`config.mk`:
```
export PLATFORM = sky130hd
export DESIGN_NAME = softstart_hiccup_ctrl
export DESIGN_NICKNAME = d
export VERILOG_FILES = /design/src/rtl/sshc_pkg.sv /design/src/rtl/sshc_persist.sv /design/src/rtl/sshc_ramp.sv /design/src/rtl/softstart_hiccup_ctrl.sv
export SDC_FILE = /design/constraint.sdc
export NUM_CORES = 1
export LEC_CHECK = 0
export ABC_CLOCK_PERIOD_IN_PS = 3450
export BUFFER_PORTS_ARGS = -buffer_cell sky130_fd_sc_hd__buf_2
export CAP_MARGIN = 15
export CORE_ASPECT_RATIO = 1.4
export CORE_MARGIN = 10
export CORE_UTILIZATION = 36
export CTS_CLUSTER_DIAMETER = 60
export DETAILED_ROUTE_END_ITERATION = 16
export GPL_TIMING_DRIVEN = 0
export PLACE_DENSITY = 0.56
export SLEW_MARGIN = 20
export SYNTH_ARGS = -nofsm -noshare
export SYNTH_HDL_FRONTEND = slang
export SYNTH_HIERARCHICAL = 1
export SYNTH_SLANG_ARGS = --single-unit
```
`constraint.sdc`:
```
create_clock -name clk -period 3.45 [get_ports clk]
set_input_delay 0.5175 -clock clk [delete_from_list [all_inputs] [get_ports clk]]
set_output_delay 0.5175 -clock clk [all_outputs]
set_load 0.02 [all_outputs]
```
`src/rtl/sshc_pkg.sv`:
```
package sshc_pkg;

    typedef enum logic [2:0] {
        PH_IDLE,
        PH_RAMP,
        PH_RUN,
        PH_HICCUP,
        PH_LOCKED,
        PH_RESENSE
    } phase_e;

endpackage

```
`src/rtl/sshc_persist.sv`:
```
// Consecutive-tick persistence filter for one comparator flag.
module sshc_persist #(
    parameter int HOLD_TICKS = 30
) (
    input  logic clk,
    input  logic rst_n,
    input  logic clear,
    input  logic tick,
    input  logic raw,
    output logic qualified
);
    localparam int CW = $clog2(HOLD_TICKS + 1);
    typedef logic [CW-1:0] cnt_t;
    localparam cnt_t LIMIT = cnt_t'(HOLD_TICKS);

    cnt_t cnt_d, cnt_q;

    always_comb begin
        cnt_d = cnt_q;
        if (clear || !raw)
            cnt_d = '0;
        else if (tick && cnt_q != LIMIT)
            cnt_d = cnt_q + cnt_t'(1);
    end

    always_ff @(posedge clk or negedge rst_n) begin
        if (!rst_n) cnt_q <= '0;
        else        cnt_q <= cnt_d;
    end

    assign qualified = (cnt_q == LIMIT);

    AST_QUAL_NEEDS_RAW: assert property (@(posedge clk) disable iff (!rst_n)
        qualified |-> $past(raw) && !$past(clear));
    AST_QUAL_ON_TICK: assert property (@(posedge clk) disable iff (!rst_n)
        $rose(qualified) |-> $past(tick));

endmodule

```
`src/rtl/sshc_ramp.sv`:
```
// Constant-rate soft-start code: code = floor(elapsed * FULL / SS_TICKS),
// kept as quotient plus remainder so no multiplier or divider is needed.
module sshc_ramp #(
    parameter int SS_TICKS = 3500,
    parameter int CODE_W   = 12
) (
    input  logic              clk,
    input  logic              rst_n,
    input  logic              clear,
    input  logic              tick,
    output logic [CODE_W-1:0] code,
    output logic              done
);
    localparam int FULL  = (1 << CODE_W) - 1;
    localparam int EW    = $clog2(SS_TICKS + 1);
    localparam int RW    = $clog2(SS_TICKS) + 1;
    localparam int QUOT  = FULL / SS_TICKS;
    localparam int REMN  = FULL % SS_TICKS;

    localparam logic [CODE_W-1:0] STEP_LO = CODE_W'(QUOT);
    localparam logic [CODE_W-1:0] STEP_HI = CODE_W'(QUOT + 1);
    localparam logic [RW-1:0]     INC_R   = RW'(REMN);
    localparam logic [RW-1:0]     MOD_R   = RW'(SS_TICKS);
    localparam logic [EW-1:0]     END_E   = EW'(SS_TICKS);

    typedef struct packed {
        logic [EW-1:0]     elapsed;
        logic [RW-1:0]     rem;
        logic [CODE_W-1:0] code;
    } ramp_t;

    ramp_t r_d, r_q;
    logic [RW-1:0] sum;

    always_comb begin
        r_d = r_q;
        sum = r_q.rem + INC_R;
        if (clear) begin
            r_d = '0;
        end else if (tick && r_q.elapsed != END_E) begin
            r_d.elapsed = r_q.elapsed + EW'(1);
            if (sum >= MOD_R) begin
                r_d.rem  = sum - MOD_R;
                r_d.code = r_q.code + STEP_HI;
            end else begin
                r_d.rem  = sum;
                r_d.code = r_q.code + STEP_LO;
            end
        end
    end

    always_ff @(posedge clk or negedge rst_n) begin
        if (!rst_n) r_q <= '0;
        else        r_q <= r_d;
    end

    assign code = r_q.code;
    assign done = (r_q.elapsed == END_E);

    AST_RAMP_ENDPOINT: assert property (@(posedge clk) disable iff (!rst_n)
        done |-> code == CODE_W'(FULL));
    AST_RAMP_MONOTONIC: assert property (@(posedge clk) disable iff (!rst_n)
        !$past(clear) |-> code >= $past(code));
    AST_RAMP_FREEZE: assert property (@(posedge clk) disable iff (!rst_n)
        (!$past(clear) && !$past(tick)) |-> $stable(code));

endmodule

```
`src/rtl/softstart_hiccup_ctrl.sv`:
```
module softstart_hiccup_ctrl #(
    parameter int SS_TICKS      = 3500,
    parameter int CODE_W        = 12,
    parameter int UV_HOLD_TICKS = 30,
    parameter int HICCUP_TICKS  = 500,
    parameter int MAX_TRIES     = 4
) (
    input  logic              clk,
    input  logic              rst_n,
    input  logic              en,
    input  logic              tick,
    input  logic              oc_flag,
    input  logic              uv_sw_flag,
    input  logic              uv_lin_flag,
    output logic [CODE_W-1:0] ss_code,
    output logic              gate_en,
    output logic              locked_off,
    output logic              resense_req
);
    import sshc_pkg::*;

    localparam int TW = $clog2(MAX_TRIES + 1);
    localparam int HW = $clog2(HICCUP_TICKS + 1);
    localparam int NUV = 2; // index 0: switcher, 1: linear

    localparam logic [TW-1:0]     TRY_LIMIT = TW'(MAX_TRIES);
    localparam logic [HW-1:0]     HIC_LAST  = HW'(HICCUP_TICKS - 1);
    localparam logic [CODE_W-1:0] CODE_FULL = '1;

    typedef struct packed {
        phase_e        ph;
        logic [TW-1:0] tries;
        logic [HW-1:0] tmr;
    } ctl_t;

    ctl_t c_d, c_q;

    logic [NUV-1:0]    uv_raw, uv_ok;
    logic [CODE_W-1:0] ramp_code;
    logic              ramp_done;
    logic              fault;
    logic [TW-1:0]     tries_inc;

    assign uv_raw = {uv_lin_flag, uv_sw_flag};

    for (genvar gi = 0; gi < NUV; gi++) begin : g_uv
        sshc_persist #(.HOLD_TICKS(UV_HOLD_TICKS)) u_persist (
            .clk       (clk),
            .rst_n     (rst_n),
            .clear     (c_q.ph != PH_RUN),
            .tick      (tick),
            .raw       (uv_raw[gi]),
            .qualified (uv_ok[gi])
        );
    end

    sshc_ramp #(.SS_TICKS(SS_TICKS), .CODE_W(CODE_W)) u_ramp (
        .clk   (clk),
        .rst_n (rst_n),
        .clear (c_q.ph != PH_RAMP),
        .tick  (tick),
        .code  (ramp_code),
        .done  (ramp_done)
    );

    assign fault     = oc_flag | uv_ok[0] | uv_ok[1];
    assign tries_inc = c_q.tries + TW'(1);

    always_comb begin
        c_d = c_q;
        unique case (c_q.ph)
            PH_IDLE:   if (en) c_d.ph = PH_RAMP;
            PH_RAMP:   if (ramp_done) c_d.ph = PH_RUN;
            PH_RUN: begin
                if (fault) begin
                    c_d.tries = tries_inc;
                    c_d.tmr   = '0;
                    if (tries_inc == TRY_LIMIT)
                        c_d.ph = (oc_flag | uv_ok[1]) ? PH_LOCKED : PH_RESENSE;
                    else
                        c_d.ph = PH_HICCUP;
                end
            end
            PH_HICCUP: begin
                if (tick) begin
                    if (c_q.tmr == HIC_LAST) begin
                        c_d.ph  = PH_RAMP;
                        c_d.tmr = '0;
                    end else begin
                        c_d.tmr = c_q.tmr + HW'(1);
                    end
                end
            end
            default: c_d = c_q;
        endcase
        if (!en) begin
            c_d.ph    = PH_IDLE;
            c_d.tries = '0;
            c_d.tmr   = '0;
        end
    end

    always_ff @(posedge clk or negedge rst_n) begin
        if (!rst_n) begin
            c_q.ph    <= PH_IDLE;
            c_q.tries <= '0;
            c_q.tmr   <= '0;
        end else begin
            c_q <= c_d;
        end
    end

    assign ss_code     = (c_q.ph == PH_RUN)  ? CODE_FULL :
                         (c_q.ph == PH_RAMP) ? ramp_code : '0;
    assign gate_en     = (c_q.ph == PH_RAMP) || (c_q.ph == PH_RUN);
    assign locked_off  = (c_q.ph == PH_LOCKED);
    assign resense_req = (c_q.ph == PH_RESENSE);

    AST_EN_LOW_CLEARS: assert property (@(posedge clk) disable iff (!rst_n)
        !en |=> (!gate_en && !locked_off && !resense_req && ss_code == '0));
    AST_RAMP_FAULT_BLIND: assert property (@(posedge clk) disable iff (!rst_n)
        (c_q.ph == PH_RAMP && !ramp_done && en) |=> (c_q.ph == PH_RAMP));
    AST_OC_CUTS_GATE: assert property (@(posedge clk) disable iff (!rst_n)
        (c_q.ph == PH_RUN && oc_flag && en) |=> !gate_en);
    AST_RESTART_AT_ZERO: assert property (@(posedge clk) disable iff (!rst_n)
        (c_q.ph == PH_RAMP && $past(c_q.ph) != PH_RAMP) |-> ss_code == '0);
    AST_LOCK_STICKY: assert property (@(posedge clk) disable iff (!rst_n)
        (locked_off && en) |=> locked_off);
    AST_RESENSE_STICKY: assert property (@(posedge clk) disable iff (!rst_n)
        (resense_req && en) |=> (resense_req && !locked_off));
    AST_TRIES_BOUND: assert property (@(posedge clk) disable iff (!rst_n)
        c_q.tries <= TRY_LIMIT);

endmodule

```
==> results.toml, run 1 <==
[floorplanning]
placement_rows = 47
design.portCount = 22
core_area_mm2 = 0.0119
die_x_um = 114
start_util = 0.370
fp.dieH_um = 151
die_footprint_mm2 = 0.0171

[cts]
cts_htree_levels = 3
cts.sink_count = 62
path_clk_slew_ns = 0.06
cts_inserted_buffers = 9
clock_insertion_delay_worst_skew_ns = 0.33
cts_max_path_buffers = 2
cts_tree = "yes"
clockRootBuffer = "clkbuf_16"

[place]
placer_congestion = 0.863
dp_hpwl_um = 7620
io_buffer_count = 21
detailed_place.area_mm2 = 0.00473
post-place-ws_ns = 0.182

[timing]
grt_setup_unrepaired = "no"
timing.final.setup_violations = 0
post-route-worst-setup-slack_ns = 0.283
final-max-slew-violation-count = 0
max_clock_freq_mhz = 316
worstMarginPinSlew_ns = 0.599
hold_violations = 0
fin_tns_setup_ns = 0
timing.slew.headroom = 0.600
final.setup_skew_ns = 0.00761
post_route_minimum_period_ns = 3.17
fin_crit_sh = 0.918

[yosys]
ys_top_cells_by_area = "dfrtp_1 (35%), nand2_1 (4.8%), nor2_1 (4.2%)"
asyncSetResetFlopFracSynth = 1.00
yosysUniqueCellTypes = 80
synth-edff-count = 0
ys_ff_latch = 62
synth_area_per_cell_um2 = 8.70
mappedNetlistNets = 528
post_synth_inst_count = 507
synth_seq_area_share = 0.352
synth_area_mm2 = 0.00441
yosysWarningCount = 6
post-synth-top-area-cell = "dfrtp_1"
post-synth-top-area-fraction = 0.352
leading_register_cell_type_out_of_synthesis = "dfrtp_1"

[min_path]
holdCritPathClass = "input port to asynchronous set/reset pin"

[critical_path]
critical_path.max_fanout = 7
timing.critical_path.required_ns = 3.66
regToRegSetupSlack_ns = 0.28
end_kind = "flop"
cp_data_arrival_time_ns = 3.37
setup.worst_path.class = "flop to flop"
start_kind = "flop"
reg2reg_depth = 11

[global_route]
first_global_vias = 3634
maximum_number_of_pins_on_one_net_before_global_route_repair = 48
first_pass_grt_wire_length_um = 17600
antenna_found_initial = 0
grt_usage = 0.125
grt-ovfl-total = 0

[pwr]
p_comb_frac = 0.352
static-leakage-power_uw = 0.00223
ir_worst_vdd_mv = 0.223
power.net_switching_uw = 1010
clkPwrFrac = 0.321
post-layout-total-power_uw = 2710
share_seq_of_total_power = 0.326
power_switching_share = 0.374
intPower_uw = 1700
cellPowerDensity_mw_per_mm2 = 540

[outcome]
status = "finished, final reports clean"

[final_layout]
layout.cells.most_common = "dfrtp_1"
drive_gt1_frac = 0.176
num-nets-final = 561
postLayoutCellArea_mm2 = 0.00502
mostFrequentLayoutCells = "dfrtp_1 (62), nand2_1 (56), nor2_1 (49), a21oi_1 (34), buf_2 (24)"
syn_to_final_growth_pct = 13.7
diodes = 0

[route]
drtPass1Iterations = 4
dr_total_vias = 3660
vias_per_cell = 5.29
wire_per_inst_um = 14.9
drt_iter0_drc = 207
finalWirelength_um = 10300
drc = 0
antenna_left = 0

[run]
max-cap-violations = 0
kinds of logic (layout without fill, tap and decap cells):
family          after synthesis  after routing  synth area share
compound gates              114            114             0.175
xor+xnor                     41             41            0.0831
fa+ha+maj                    14             14            0.0397
buf+inv                      53             91            0.0638
flops                        62             62             0.352
mux                           7              7            0.0164
simple gates                216            216             0.270
worst max-delay path, cell delays in order, from the launching register on:
cell and delay, ns:
dfrtp_1 0.47, inv_1 0.08, ha_1 0.29, xnor2_1 0.18, ha_1 0.33, and3_1 0.23, o22ai_1 0.14, a211o_2 0.42
a21oi_1 0.19, a21oi_1 0.06, a311oi_1 0.31, mux2_1 0.35
timing repair:
| action | in CTS | in global routing |
|---|---|---|
| gates resized for setup | 0 | 1 |
| endpoints found under the setup margin | 0 | 6 |
| setup buffers | 0 | 0 |
| hold buffers | 0 | 0 |
sequential cells by signal, indices dropped and copies added (netlist names):
| register | cells |
|---|---|
| u_ramp/code | 12 |
| g_uv.u_persist/cnt_q | 10 |
| u_ramp/r_q | 25 |
| c_q | 15 |
cell usage after synthesis (all sizes together), types with 5 or more instances:
cell and n:
nor2 50, a21oi 37, mux2i 5, xor2 21, nand4 14, nor3 15, nand2 57, inv 19
buf 21, nor2b 8, nand3 19, and3 9, xnor2 20, dfrtp 62, clkbuf 13, a211oi 10
or3 10, ha 14, o21ai 35, nand2b 12
cell type report:
cell class / instances / area [um2]
Buffer: 34 / 210
Clock buffer: 11 / 233
Clock inverter: 5 / 50.0
Fill cell: 1219 / 6920
Inverter: 19 / 71.3
Multi-Input combinational cell: 392 / 2580
Sequential cell: 62 / 1550
Tap cell: 147 / 184
Timing Repair Buffer: 22 / 135
layer usage:
metal,global-route usage,up-vias,part of all wire
met5,0,-,0
met4,0.0560,0,0.019
met3,0.0261,16,0.031
met2,0.221,43,0.52
met1,0.140,1764,0.43
li1,-,1837,-
power by group through the flow:
stage,registers [uW],logic (uW),clock network (uW)
2_1_floorplan,870,714,0
3_3_place_gp,893,942,0
3_5_place_dp,894,956,0
4_1_cts,883,961,896
5_1_grt,897,1070,921
6_report,883,955,871
path summary, 6_finish.rpt:
kind | startpoint | endpoint
max in group asynchronous | rst_n | u_ramp/r_q[26]
max | u_ramp/r_q[12] | u_ramp/r_q[20]
min in group clk | c_q[1] | c_q[1]
min | rst_n | u_ramp/code[8]
min reg2reg | c_q[1] | c_q[1]
max reg2reg | u_ramp/r_q[12] | u_ramp/r_q[20]
through the flow:
step,util,hold slack (ns),cells
2_1_floorplan,-,0.222,507
3_3_place_gp,0.394,0.524,675
3_5_place_dp,0.396,0.407,676
4_1_cts,0.420,0.0494,692
5_1_grt,0.420,0.0638,692
6_report,0.420,0.0542,692
No activity file was read; power rests on OpenSTA's default activity.
==> run 2: changes to the inputs <==
ABC_AREA = 1   (was unset)
PLACE_DENSITY = 0.55   (was 0.56)
==> results.toml, run 2 <==
[floorplanning]
design.portCount = 22
die_x_um = 118
fp.dieH_um = 158
start_util = 0.365
die_footprint_mm2 = 0.0186
placement_rows = 50
core_area_mm2 = 0.0133

[final_layout]
drive_gt1_frac = 0.164
multi_input_area_mm2 = 0.00276
num-nets-final = 779
syn_to_final_growth_pct = 14.0
number_of_flip_flops_in_the_largest_register = 25
layout.cells.most_common = "nand2_1"
diodes = 0
fillCellCount = 1424
mostFrequentLayoutCells = "nand2_1 (225), inv_1 (87), nand3_1 (82), dfrtp_1 (62), nor2_1 (49)"
area.sequential_mm2 = 0.00155
top_register = "u_ramp/r_q"
utilization = 0.417

[pwr]
share_seq_of_total_power = 0.302
cellPowerDensity_mw_per_mm2 = 527
p_comb_frac = 0.367
power_switching_share = 0.401
power.net_switching_uw = 1170
static-leakage-power_uw = 0.00280
intPower_uw = 1760
clkPwrFrac = 0.330
ir_worst_vdd_mv = 0.290

[route]
vias_per_cell = 4.82
drtPass1Iterations = 4
wire_per_inst_um = 12.3
drc = 0
dr_total_vias = 4558
drt_iter0_drc = 246
antenna_left = 0
finalWirelength_um = 11600

[yosys]
synth.cells.most_frequent = "nand2_1 (225), inv_1 (87), nand3_1 (82)"
leading_register_cell_type_out_of_synthesis = "dfrtp_1"
asyncSetResetFlopFracSynth = 1.00
yosys.cell_count.top_type = "nand2_1"
post-synth-top-area-fraction = 0.319
post_synth_inst_count = 725
synth_area_per_cell_um2 = 6.72
post-synth-top-area-cell = "dfrtp_1"
ys_top_cells_by_area = "dfrtp_1 (32%), nand2_1 (17%), nand3_1 (8.4%)"
synth_area_mm2 = 0.00487
synth_seq_area_share = 0.319
yosysUniqueCellTypes = 35
ys_ff_latch = 62
yosysWarningCount = 6
synth-edff-count = 0
mappedNetlistNets = 746

[timing]
final-max-slew-violation-count = 0
final.setup_skew_ns = 0.00664
post-route-worst-setup-slack_ns = 1.01
hold_violations = 0
max_clock_freq_mhz = 410
timing.slew.headroom = 0.664
grt_setup_unrepaired = "no"
worstMarginPinSlew_ns = 0.505
timing.final.setup_violations = 0
fin_crit_sh = 0.708
fin_tns_setup_ns = 0
finalHoldWorstSlack_ns = 0.0477
post_route_minimum_period_ns = 2.44

[critical_path]
end_kind = "primary output"
critical_path.reg2reg.endpoint = "u_ramp/r_q[14]"
setup.worst_path.class = "flop to primary output"
timing.critical_path.required_ns = 2.93
critical_path.max_fanout = 12
start_kind = "flop"
reg2reg_depth = 15
r2r_start = "u_ramp/r_q[12]"
cp_data_arrival_time_ns = 1.92
regToRegSetupSlack_ns = 1.05

[place]
placer_congestion = 0.812
dp_hpwl_um = 8760
post-place-ws_ns = 1.04
io_buffer_count = 21

[cts]
clockRootBuffer = "clkbuf_16"
cts_tree = "yes"
ctsResizeCount = 0
cts_htree_levels = 3
ctsHoldBuffers = 0
cts.sink_count = 62
cts_max_path_buffers = 2
clock_insertion_delay_worst_skew_ns = 0.33
cts_inserted_buffers = 9
path_clk_slew_ns = 0.06
post-cts-setup-buffers = 0

[global_route]
first_global_vias = 4386
first_pass_grt_wire_length_um = 19800
antenna_found_initial = 0
maximum_number_of_pins_on_one_net_before_global_route_repair = 48
grt-ovfl-total = 0
grt_usage = 0.126

[outcome]
status = "finished, final reports clean"

[min_path]
holdCritPathClass = "input port to asynchronous set/reset pin"

[run]
max-cap-violations = 0
## run 2: power groups by stage
stage / Clock [uW] / Sequential, uW / Combinational, uW
final: 967 / 885 / 1080
after global routing: 1030 / 896 / 1220
after CTS: 997 / 886 / 1090
after detailed placement: 0 / 897 / 1090
after global placement: 0 / 893 / 1070
after floorplan: 0 / 873 / 801
## run 2: final cells by class
cell class,instances,area share
Buffer,29,0.0347
Clock buffer,13,0.0505
Clock inverter,3,0.00721
Inverter,98,0.0667
Multi-Input combinational cell,536,0.496
Sequential cell,62,0.279
Tap cell,182,0.0410
Timing Repair Buffer,22,0.0243
## run 2: stage by stage
| stage | area (um2) | total power [uW] | std cells |
|---|---|---|---|
| floorplan | 4870 | 1670 | 725 |
| global placement | 5200 | 1970 | 928 |
| detailed placement | 5230 | 1990 | 929 |
| CTS | 5550 | 2980 | 945 |
| global route | 5550 | 3140 | 945 |
| finish | 5550 | 2930 | 945 |
## run 2: per-layer routing
metal,GRT usage,vias to the layer above,part of all wire
met5,0,-,0
met4,0.0460,0,0.010
met3,0.0278,9,0.031
met2,0.236,56,0.52
met1,0.137,2122,0.44
li1,-,2371,-
## run 2: worst max path at each step
stage | end | cells after the start | startpoint
floorplan | u_ramp/code[5] | 15 | u_ramp/r_q[12]
global placement | u_ramp/code[9] | 15 | u_ramp/r_q[12]
detailed placement | u_ramp/code[5] | 15 | u_ramp/r_q[12]
global route | u_ramp/r_q[24] | 13 | u_ramp/r_q[13]
CTS | ss_code[5] | 7 | c_q[14]
finish | ss_code[5] | 7 | c_q[14]
## run 2: logic make-up after synthesis
| group | after synthesis | synth area share |
|---|---|---|
| xor+xnor | 22 | 0.0396 |
| flops | 62 | 0.319 |
| fa+ha+maj | 14 | 0.0360 |
| buf+inv | 127 | 0.116 |
| compound gates | 54 | 0.0632 |
| simple gates | 446 | 0.427 |
## run 2: critical path, cell delays in order, from the launching register on
cell     delay (ns)
dfrtp_1        0.43
inv_2          0.15
nand3_2        0.28
inv_1          0.18
buf_2          0.24
nand2_1        0.08
nand2_1        0.06
buf_2          0.16
==> run 3: changes to the inputs <==
ABC_AREA = 0   (was 1)
ABC_CLOCK_PERIOD_IN_PS = 2550   (was 3450)
PLACE_DENSITY = 0.56   (was 0.55)
clock period = 2.55 ns   (was 3.45 ns; I/O delays follow)
==> results.toml, run 3 (synthesized netlist as in run 1, its figures left out) <==
[cts]
cts_inserted_buffers = 9
cts.sink_count = 62
clockRootBuffer = "clkbuf_16"
cts_tree = "yes"
clock_insertion_delay_worst_skew_ns = 0.32
cts_htree_levels = 3
path_clk_slew_ns = 0.05
cts_max_path_buffers = 2

[critical_path]
number_of_buffer_and_inverter_instances_along_the_worst_setup_path = 3
cp_data_arrival_time_ns = 3.00
start_kind = "flop"
critical_path.max_fanout = 5
path_cells = "inv_2 > ha_4 > and3b_1 > buf_6 > xnor2_2 > and3_4 > o22ai_4 > a211oi_4 > buf_4 > o21ai_2 > xnor2_1 > or3_1 > a21oi_1"
critPathTopFamily = "simple AND/OR/NAND/NOR gates"
setup.worst_path.class = "flop to flop"
timing.critical_path.required_ns = 2.78
critical_path.reg2reg.endpoint = "u_ramp/r_q[21]"
regToRegSetupSlack_ns = -0.21
r2r_start = "u_ramp/r_q[12]"
end_kind = "flop"
critPathSlowestCell = "dfrtp_2"
largest_stage_delay_worst_path_ns = 0.44
reg2reg_depth = 13

[min_path]
min-delay-start = "uv_lin_flag"
min_path_cells = 3
holdCritPathClass = "input port to flop"
min_to = "g_uv[1].u_persist/cnt_q[1]"

[route]
dr_total_vias = 3931
drc = 0
vias_per_cell = 5.44
wire_per_inst_um = 15.3
finalWirelength_um = 11000
drtPass1Iterations = 4
antenna_left = 0
drt_iter0_drc = 191

[timing]
timing.final.setup_violations = 20
worstMarginPinSlew_ns = 0.647
grt_setup_unrepaired = "yes"
post-route-worst-setup-slack_ns = -0.211
fin_crit_sh = 1.08
final.setup_skew_ns = 0.00932
timing.slew.headroom = 0.569
hold_violations = 0
final-max-slew-violation-count = 0
post_route_minimum_period_ns = 2.76
fin_tns_setup_ns = -3.04
max_clock_freq_mhz = 362

[place]
io_buffer_count = 21
dp_hpwl_um = 7750
placer_congestion = 0.825
placed_cells = 676

[run]
max-cap-violations = 0

[final_layout]
diodes = 0
area.sequential_mm2 = 0.00156
mostFrequentLayoutCells = "dfrtp_1 (58), nand2_1 (56), nor2_1 (45), buf_4 (43), a21oi_1 (26)"
layout.cells.most_common = "dfrtp_1"
number_of_flip_flops_in_the_largest_register = 25
finalNonFillerCells = 722
top_register = "u_ramp/r_q"
multi_input_area_mm2 = 0.00290
num-nets-final = 591
syn_to_final_growth_pct = 26.7
fillCellCount = 1139
drive_gt1_frac = 0.315

[floorplanning]
die_footprint_mm2 = 0.0171
start_util = 0.370
design.portCount = 22
die_x_um = 114
fp.dieH_um = 151
placement_rows = 47
core_area_mm2 = 0.0119

[global_route]
antenna_found_initial = 0
maximum_number_of_pins_on_one_net_before_global_route_repair = 51
grt-ovfl-total = 0
first_global_vias = 3991
first_pass_grt_wire_length_um = 18900
grt_usage = 0.131

[outcome]
status = "finished, violations left"
failed_checks = "negative setup slack"

[pwr]
cellPowerDensity_mw_per_mm2 = 709
ir_worst_vdd_mv = 0.338
static-leakage-power_uw = 0.00238
## run 3: cell count changes in the layout (fill, tap and decap cells not counted), moves of 10 or more
cell,before,now
nand4_1,23,12
xnor2_1,1,17
nand2_1,225,56
nor2_2,15,3
nand3_1,82,16
buf_4,16,43
or3_1,0,10
nand2b_1,0,10
inv_1,87,13
nand2_2,16,0
a21oi_1,14,26
## run 3: worst min-delay path, delay by kind of cell
family	cells	cell delay [ns]
buf+inv	1	0.10
simple gates	2	0.26
## run 3: worst max-delay path by stage
stage	to	slack (ns)	start	cells past startpoint
detailed placement	u_ramp/code[6]	-0.46	u_ramp/r_q[12]	10
finish	u_ramp/r_q[21]	-0.21	u_ramp/r_q[12]	13
CTS	u_ramp/r_q[20]	-0.23	u_ramp/r_q[13]	11
global placement	u_ramp/code[4]	-0.46	u_ramp/r_q[12]	10
global route	u_ramp/r_q[18]	-0.35	u_ramp/r_q[13]	12
floorplan	u_ramp/r_q[20]	-0.14	u_ramp/r_q[12]	12
## run 3: metal layers
layer / vias up / GRT usage / part of all wire
met5: - / 0 / 0
met4: 0 / 0.0617 / 0.021
met3: 16 / 0.0218 / 0.032
met2: 68 / 0.237 / 0.53
met1: 1958 / 0.146 / 0.42
li1: 1889 / - / -
## run 3: per-stage QoR
step | hold WS (ns) | area (um2) | total power, uW | util | setup slack, ns
after floorplan | 0.0869 | 4460 | 2170 | - | -0.139
after global placement | 0.523 | 4750 | 2520 | 0.398 | -0.458
after detailed placement | 0.254 | 4780 | 2550 | 0.400 | -0.463
after CTS | 0.440 | 5370 | 3860 | 0.449 | -0.234
after global routing | 0.460 | 5590 | 4210 | 0.468 | -0.347
final | 0.448 | 5590 | 3960 | 0.468 | -0.211
## run 3: repair_timing
item | CTS | global route
cloned | 0 | 0
hold buffers | 1 | 0
setup endpoints to repair | 24 | 25
pin swaps | 19 | 18
setup buffers | 20 | 11
endpoints found under the hold margin | 12 | 0
gates resized for setup | 35 | 38
## run 3: area by class of cell
| class | count | share of cell area |
|---|---|---|
| multi-input cells | 392 | 0.519 |
| clock inverters | 4 | 0.00403 |
| well taps | 147 | 0.0329 |
| flip-flops and latches | 62 | 0.278 |
| clock buffers | 12 | 0.0441 |
| repair buffers | 53 | 0.0690 |
| plain buffers | 33 | 0.0394 |
| inverters | 19 | 0.0128 |
## run 3: power by group
| group | total, uW | internal [uW] | switching (uW) |
|---|---|---|---|
| combinational | 1660 | 662 | 993 |
| sequential | 1200 | 1080 | 121 |
| clock | 1110 | 679 | 427 |
| total | 3960 | 2420 | 1540 |
